**src/rtl/lcdt_pkg.sv**
```systemverilog
package lcdt_pkg;
    parameter int PORCH_W = 8;
    parameter int SIZE_W  = 11;
    parameter int DIV_W   = 8;
    localparam int CNT_W  = SIZE_W + 2;

    typedef struct packed {
        logic               run;
        logic [PORCH_W-1:0] hsw;
        logic [PORCH_W-1:0] hbp;
        logic [PORCH_W-1:0] hfp;
        logic [PORCH_W-1:0] vsw;
        logic [PORCH_W-1:0] vbp;
        logic [PORCH_W-1:0] vfp;
        logic [SIZE_W-1:0]  wid;
        logic [SIZE_W-1:0]  hgt;
    } timing_t;
endpackage

```
**src/rtl/lcdt_regs.sv**
```systemverilog
module lcdt_regs
    import lcdt_pkg::*;
(
    input  logic             clk,
    input  logic             rst_n,
    input  logic             wr_en,
    input  logic [2:0]       wr_addr,
    input  logic [31:0]      wr_data,
    input  logic             evt_fs_i,
    input  logic             evt_fp_i,
    output logic             run_now_o,
    output logic             div_sel_o,
    output logic [DIV_W-1:0] div_m1_o,
    output logic             protect_o,
    output logic [2:0]       inv_o,
    output timing_t          pend_o,
    output logic             irq_o
);
    typedef struct packed {
        logic             run_now;
        logic             div_sel;
        logic [DIV_W-1:0] div_m1;
        logic             protect;
        logic [2:0]       inv;
        timing_t          pend;
        logic             gie;
        logic             fie;
        logic [1:0]       sel;
        logic             irq;
    } reg_t;

    reg_t r_d, r_q;
    logic clr_req;
    logic trig;

    always_comb begin
        r_d     = r_q;
        clr_req = wr_en && (wr_addr == 3'd5) && wr_data[0];
        trig    = r_q.gie && r_q.fie &&
                  (((r_q.sel == 2'd0) && evt_fs_i) || ((r_q.sel == 2'd1) && evt_fp_i));
        if (wr_en) begin
            case (wr_addr)
                3'd0: begin
                    r_d.run_now  = wr_data[0];
                    r_d.pend.run = wr_data[1];
                    r_d.div_sel  = wr_data[2];
                    r_d.div_m1   = wr_data[8 +: DIV_W];
                    r_d.protect  = wr_data[16];
                    r_d.inv      = wr_data[20:18];
                end
                3'd1: begin
                    r_d.pend.hbp = wr_data[0  +: PORCH_W];
                    r_d.pend.hfp = wr_data[8  +: PORCH_W];
                    r_d.pend.hsw = wr_data[16 +: PORCH_W];
                end
                3'd2: begin
                    r_d.pend.vbp = wr_data[0  +: PORCH_W];
                    r_d.pend.vfp = wr_data[8  +: PORCH_W];
                    r_d.pend.vsw = wr_data[16 +: PORCH_W];
                end
                3'd3: begin
                    r_d.pend.wid = wr_data[0  +: SIZE_W];
                    r_d.pend.hgt = wr_data[16 +: SIZE_W];
                end
                3'd4: begin
                    r_d.gie = wr_data[0];
                    r_d.fie = wr_data[1];
                    r_d.sel = wr_data[3:2];
                end
                default: ;
            endcase
        end
        if (clr_req) r_d.irq = 1'b0;
        if (trig)    r_d.irq = 1'b1;
    end

    always_ff @(posedge clk) begin
        if (!rst_n) r_q <= '0;
        else        r_q <= r_d;
    end

    assign run_now_o = r_q.run_now;
    assign div_sel_o = r_q.div_sel;
    assign div_m1_o  = r_q.div_m1;
    assign protect_o = r_q.protect;
    assign inv_o     = r_q.inv;
    assign pend_o    = r_q.pend;
    assign irq_o     = r_q.irq;

    a_r11_irq_sticky: assert property (@(posedge clk) disable iff (!rst_n)
        irq_o && !(wr_en && wr_addr == 3'd5 && wr_data[0]) |=> irq_o);

    a_r10_irq_needs_enables: assert property (@(posedge clk) disable iff (!rst_n)
        !irq_o && !(r_q.gie && r_q.fie) |=> !irq_o);
endmodule

```
**src/rtl/lcdt_clkdiv.sv**
```systemverilog
module lcdt_clkdiv
    import lcdt_pkg::*;
(
    input  logic             clk,
    input  logic             rst_n,
    input  logic             div_sel_i,
    input  logic [DIV_W-1:0] div_m1_i,
    output logic             tick_o
);
    logic [DIV_W-1:0] cnt_d, cnt_q;

    always_comb begin
        tick_o = !div_sel_i || (cnt_q >= div_m1_i);
        cnt_d  = tick_o ? '0 : cnt_q + 1'b1;
    end

    always_ff @(posedge clk) begin
        if (!rst_n) cnt_q <= '0;
        else        cnt_q <= cnt_d;
    end

    a_r6_tick_spacing: assert property (@(posedge clk) disable iff (!rst_n)
        tick_o && div_sel_i && div_m1_i != '0 |=> !tick_o || !div_sel_i || div_m1_i == '0);
endmodule

```
**src/rtl/lcdt_scan.sv**
```systemverilog
module lcdt_scan
    import lcdt_pkg::*;
(
    input  logic    clk,
    input  logic    rst_n,
    input  logic    tick_i,
    input  logic    run_now_i,
    input  logic    protect_i,
    input  timing_t pend_i,
    output logic    hs_o,
    output logic    vs_o,
    output logic    de_o,
    output logic    evt_fs_o,
    output logic    evt_fp_o
);
    localparam logic [CNT_W-1:0] ONE = 1;

    typedef struct packed {
        logic             running;
        logic [CNT_W-1:0] h;
        logic [CNT_W-1:0] v;
        timing_t          live;
    } scan_t;

    scan_t s_d, s_q;
    timing_t nxt_live;
    logic [CNT_W-1:0] h_sync, h_lo, h_hi, h_tot;
    logic [CNT_W-1:0] v_sync, v_lo, v_hi, v_tot;
    logic end_line, end_frame, boundary;

    always_comb begin
        h_sync = CNT_W'(s_q.live.hsw) + ONE;
        h_lo   = h_sync + CNT_W'(s_q.live.hbp) + ONE;
        h_hi   = h_lo + CNT_W'(s_q.live.wid) + ONE;
        h_tot  = h_hi + CNT_W'(s_q.live.hfp) + ONE;
        v_sync = CNT_W'(s_q.live.vsw) + ONE;
        v_lo   = v_sync + CNT_W'(s_q.live.vbp) + ONE;
        v_hi   = v_lo + CNT_W'(s_q.live.hgt) + ONE;
        v_tot  = v_hi + CNT_W'(s_q.live.vfp) + ONE;

        end_line  = (s_q.h == h_tot - ONE);
        end_frame = end_line && (s_q.v == v_tot - ONE);
        boundary  = tick_i && (!s_q.running || end_frame);
        nxt_live  = protect_i ? s_q.live : pend_i;

        s_d      = s_q;
        evt_fs_o = 1'b0;
        evt_fp_o = 1'b0;
        if (!run_now_i) begin
            s_d.running = 1'b0;
            s_d.h       = '0;
            s_d.v       = '0;
        end else if (boundary) begin
            s_d.live    = nxt_live;
            s_d.running = nxt_live.run;
            s_d.h       = '0;
            s_d.v       = '0;
            evt_fs_o    = nxt_live.run;
        end else if (tick_i && s_q.running) begin
            if (end_line) begin
                s_d.h    = '0;
                s_d.v    = s_q.v + ONE;
                evt_fp_o = (s_q.v + ONE == v_hi);
            end else begin
                s_d.h = s_q.h + ONE;
            end
        end

        hs_o = s_q.running && (s_q.h < h_sync);
        vs_o = s_q.running && (s_q.v < v_sync);
        de_o = s_q.running && (s_q.h >= h_lo) && (s_q.h < h_hi) &&
               (s_q.v >= v_lo) && (s_q.v < v_hi);
    end

    always_ff @(posedge clk) begin
        if (!rst_n) s_q <= '0;
        else        s_q <= s_d;
    end

    a_r4_de_outside_sync: assert property (@(posedge clk) disable iff (!rst_n)
        de_o |-> !hs_o && !vs_o);

    a_r9_stop_now: assert property (@(posedge clk) disable iff (!rst_n)
        !run_now_i |=> !s_q.running);

    a_r8_protect_hold: assert property (@(posedge clk) disable iff (!rst_n)
        protect_i |=> $stable(s_q.live));

    a_r3_h_bound: assert property (@(posedge clk) disable iff (!rst_n)
        s_q.running |-> (s_q.h < h_tot) && (s_q.v < v_tot));
endmodule

```
**src/rtl/lcd_timing_gen.sv**
```systemverilog
module lcd_timing_gen
    import lcdt_pkg::*;
(
    input  logic        clk,
    input  logic        rst_n,
    input  logic        wr_en,
    input  logic [2:0]  wr_addr,
    input  logic [31:0] wr_data,
    output logic        hsync_o,
    output logic        vsync_o,
    output logic        de_o,
    output logic        pix_en_o,
    output logic        irq_o
);
    logic             run_now, div_sel, protect, tick;
    logic [DIV_W-1:0] div_m1;
    logic [2:0]       inv;
    timing_t          pend;
    logic             hs_raw, vs_raw, de_raw, evt_fs, evt_fp;

    lcdt_regs i_regs (
        .clk(clk), .rst_n(rst_n), .wr_en(wr_en), .wr_addr(wr_addr), .wr_data(wr_data),
        .evt_fs_i(evt_fs), .evt_fp_i(evt_fp), .run_now_o(run_now), .div_sel_o(div_sel),
        .div_m1_o(div_m1), .protect_o(protect), .inv_o(inv), .pend_o(pend), .irq_o(irq_o)
    );

    lcdt_clkdiv i_div (
        .clk(clk), .rst_n(rst_n), .div_sel_i(div_sel), .div_m1_i(div_m1), .tick_o(tick)
    );

    lcdt_scan i_scan (
        .clk(clk), .rst_n(rst_n), .tick_i(tick), .run_now_i(run_now), .protect_i(protect),
        .pend_i(pend), .hs_o(hs_raw), .vs_o(vs_raw), .de_o(de_raw),
        .evt_fs_o(evt_fs), .evt_fp_o(evt_fp)
    );

    assign hsync_o  = hs_raw ^ inv[0];
    assign vsync_o  = vs_raw ^ inv[1];
    assign de_o     = de_raw ^ inv[2];
    assign pix_en_o = tick;
endmodule

```
**config.mk**
```make
export PLATFORM = sky130hd
export DESIGN_NAME = lcd_timing_gen
export DESIGN_NICKNAME = d
export VERILOG_FILES = /design/src/rtl/lcdt_pkg.sv /design/src/rtl/lcdt_regs.sv /design/src/rtl/lcdt_clkdiv.sv /design/src/rtl/lcdt_scan.sv /design/src/rtl/lcd_timing_gen.sv
export SDC_FILE = /design/constraint.sdc
export NUM_CORES = 1
export LEC_CHECK = 0
export ABC_AREA = 1
export BUFFER_PORTS_ARGS = -buffer_cell sky130_fd_sc_hd__buf_4
export CAP_MARGIN = 40
export CORE_MARGIN = 8
export CORE_UTILIZATION = 41
export DETAILED_ROUTE_END_ITERATION = 10
export SLEW_MARGIN = 20
export SYNTH_ARGS = -nofsm -noshare
export SYNTH_HDL_FRONTEND = slang
export SYNTH_SLANG_ARGS = --single-unit
```
**constraint.sdc**
```tcl
create_clock -name clk -period 14.4 [get_ports clk]
set_clock_uncertainty 0.2 [all_clocks]
set_input_delay 0.72 -clock clk [delete_from_list [all_inputs] [get_ports clk]]
set_output_delay 0.72 -clock clk [all_outputs]
set_load 0.1 [all_outputs]
```
==> flow_metrics.tcl <==
set metrics [dict create \
    status "finished, final reports clean" \
    clock_latency_ps 430 \
    grt_start_max_net_pins 91 \
    finalCritPeriodShare_pct 49.4 \
    setup_viol 0 \
    start_util_pct 41.5 \
    coreArea_mm2 0.0305 \
    ys_types 48 \
    reg2reg_depth 40 \
    hold_start "i_regs.pend_o[19]$_SDFFE_PN0P_" \
    cts_buffers 17 \
    hpwl_mm 26.5 \
    power_density_mw_per_mm2 80.9 \
    cts_setup_buffers 0 \
    cp_slowest_cell "nand2_4" \
    p_leak_nw 6.19 \
    overflow 0 \
    antenna_found_initial 0 \
    netlist.area_leader.share_pct 31.0 \
    start_kind "flop" \
    synth_nets 1999 \
    worst_pin_slew_ps 897 \
    yosys.area_share.simple_pct 26.4 \
    die_y_um 192 \
    irDropWorstVdd_mv 0.0743 \
    worstPathArrival_ps 7200 \
    syn_area_mm2 0.0127 \
    cts_resized 0 \
    fmax_mhz 141 \
    htree_levels 4 \
    clk_pin_slew_ps 80 \
    ant_nets 0 \
    pin_count 43 \
    clk_path_buf_depth 2 \
    startpoint "i_scan.s_q[62]$_SDFFE_PN0P_" \
    relSlewSlack_pct 38.7 \
    rr_startpoint "i_scan.s_q[62]$_SDFFE_PN0P_" \
    synth_top_area_cell "dfxtp_1" \
    p_total_mw 1.12 \
    synth_adder_area_share_pct 13.9 \
    worst-endpoint-required_ps 14490 \
    clockRootBuffer "clkbuf_16" \
    cp_max_fo 73 \
    wl_per_cell_um 15.8 \
    row_count 64 \
    dr_total_vias 11600 \
    ys.flop_type "dfxtp_1" \
    cap_violations 0 \
    yosysWarnings 0 \
    path_class "flop to flop" \
    period_minus_slack_ps 7120 \
    synth-edff-count 0 \
    fin_nets 2004 \
    die_w_um 192 \
    end_kind "flop" \
    critPathMaxStageDelay_ps 640 \
    io_buffers 37 \
    remaining_drc_errors 0 \
    tritoncts "done" \
    synth_area_per_cell_um2 6.95 \
    ys_async_sr_fraction_pct 0 \
    synth_compound_area_share_pct 14.2 \
    cts.sinks 196 \
    final-hold-violation-count 0 \
    grt_pass1_vias 10900 \
    fin_setup_tns_ps 0 \
    area_growth_pct 8.84 \
    gr-usage-all-layers_pct 19.6 \
    diodes 0 \
    drive_above_1_share_pct 5.59 \
    synth-seq-cells 196 \
    rsz0062_at_grt "false" \
    grt_pass1_wl_mm 57.3 \
    holdPathStages 2 \
    fillers 3199 \
    gp_congestion 0.878 \
    muxShareOfSynthArea_pct 0 \
    drtIter0Drc 839 \
    crit_top_cell "nand2_1" \
    hold_buffers 0 \
    drt-total-wl_mm 35.3 \
    dieArea_mm2 0.0368 \
    hp-class "flop to flop" \
    final_max_slew_viol_count 0 \
    syn_inst 1824 \
    via_per_inst 5.18 \
    drt_first_pass_iters 6 \
    synth_top_family_by_area "simple AND/OR/NAND/NOR gates" \
    ys_seq_area_share_pct 31.0 \
    synth_area_leaders "dfxtp_1, ha_1, nand2_1" \
    synth-xor-area-share_pct 4.84 \
]
-- cell type report --
class                      count  area [um2]  share of cell area (%)
sequential                   196        3920                    28.5
clock buffer                  19         443                    3.21
multi-input combinational   1329        7520                    54.5
clock inverter                13         164                    1.19
inverter                     240         901                    6.53
tap                          396         495                    3.59
timing repair buffer          45         345                    2.50
-- sequential cells by signal (all words and copies together), names as in the netlist --
| signal | flops |
|---|---|
| i_regs.irq_o | 1 |
| i_regs.pend_o | 71 |
| i_div.cnt_q | 8 |
| i_scan.s_q | 98 |
| i_regs.protect_o | 1 |
| i_regs.run_now_o | 1 |
| i_regs.div_sel_o | 1 |
| i_regs.div_m1_o | 8 |
| i_regs.inv_o | 3 |
| i_regs.r_q | 4 |
-- cells by family (layout without fill, tap and decap cells) --
family / after synthesis / count (layout)
xor gates and xnor gates: 70 / 70
DFF: 196 / 196
adders and majority gates: 137 / 137
AOI/OAI and AO/OA: 339 / 339
and+or+nand+nor: 783 / 783
buffers and inverters: 299 / 317
-- routing by layer --
layer  wire length [um]  vias to the layer above  global-route usage, %
met1              17500                     5357                   27.2
met5                  0                        -                      0
met4                574                        0                   4.91
met2              16000                      210                   31.4
li1                   -                     5978                      -
met3               1240                       38                   2.74
-- power by group --
group | leakage (nW) | switching [mW] | internal [mW] | total [mW]
Sequential | 1.59 | 0.00542 | 0.551 | 0.557
Combinational | 4.32 | 0.0483 | 0.0227 | 0.0710
Clock | 0.292 | 0.235 | 0.253 | 0.488
Total | 6.19 | 0.288 | 0.827 | 1.12
-- cells in the mapped netlist (4+ instances only) --
master	count
a21o_1	4
a21oi_1	189
buf_1	4
buf_6	14
clkbuf_1	40
dfxtp_1	196
fa_1	6
ha_1	131
inv_1	235
inv_2	4
nand2_1	363
nand2_2	5
nand3_1	150
nand3b_1	7
nand4_1	24
nor2_1	195
nor3_1	9
nor3b_1	7
nor4_1	6
o211ai_1	5
o21ai_0	112
o21bai_1	10
or2_2	9
xnor2_1	17
xor2_1	53
-- critical path: cells and delay by family (launching register included) --
kind	cells	cell delay (ps)
compound gates	5	710
xor+xnor	3	760
fa+ha+maj	3	950
buf+inv	8	1090
flops	1	470
simple gates	21	2680
-- placed cells by master (no fill, tap or decap), drive strengths merged, types with 2 or more instances in the layout --
| master | n |
|---|---|
| xor2 | 53 |
| nor3b | 7 |
| o21bai | 10 |
| o21ai | 113 |
| nand2 | 369 |
| nand3b | 7 |
| nor2 | 197 |
| dfxtp | 196 |
| nor4 | 6 |
| nand4 | 24 |
| inv | 244 |
| clkbuf | 19 |
| or2 | 10 |
| o2111ai | 2 |
| ha | 131 |
| nor3 | 9 |
| fa | 6 |
| o21a | 2 |
| buf | 45 |
| a31o | 2 |
| a21o | 4 |
| nand3 | 151 |
| o221ai | 2 |
| o211ai | 5 |
| clkinv | 7 |
| xnor2 | 17 |
| and3 | 2 |
| a211oi | 2 |
| a21oi | 190 |
-- metrics by stage --
step	worst slack, ps	hold slack (ps)	area [um2]	utilization (%)	std cells
after floorplan	8220	224	12700	-	1824
after global placement	7390	235	13200	43.2	2205
after detailed placement	7380	240	13200	43.2	2205
after CTS	7340	251	13800	45.2	2237
after global routing	6600	266	13800	45.2	2238
final	7280	249	13800	45.2	2238
-- worst paths after layout --
| path | slack [ps] | to |
|---|---|---|
| worst max-delay path | 7280 | i_scan.s_q[53]$_SDFFE_PN0P_ |
| worst min-delay path | 250 | i_regs.pend_o[19]$_SDFFE_PN0P_ |
| worst max register to register | 7280 | i_scan.s_q[53]$_SDFFE_PN0P_ |
| worst min register to register | 250 | i_regs.pend_o[19]$_SDFFE_PN0P_ |
Power figures use the tool's default switching activity.
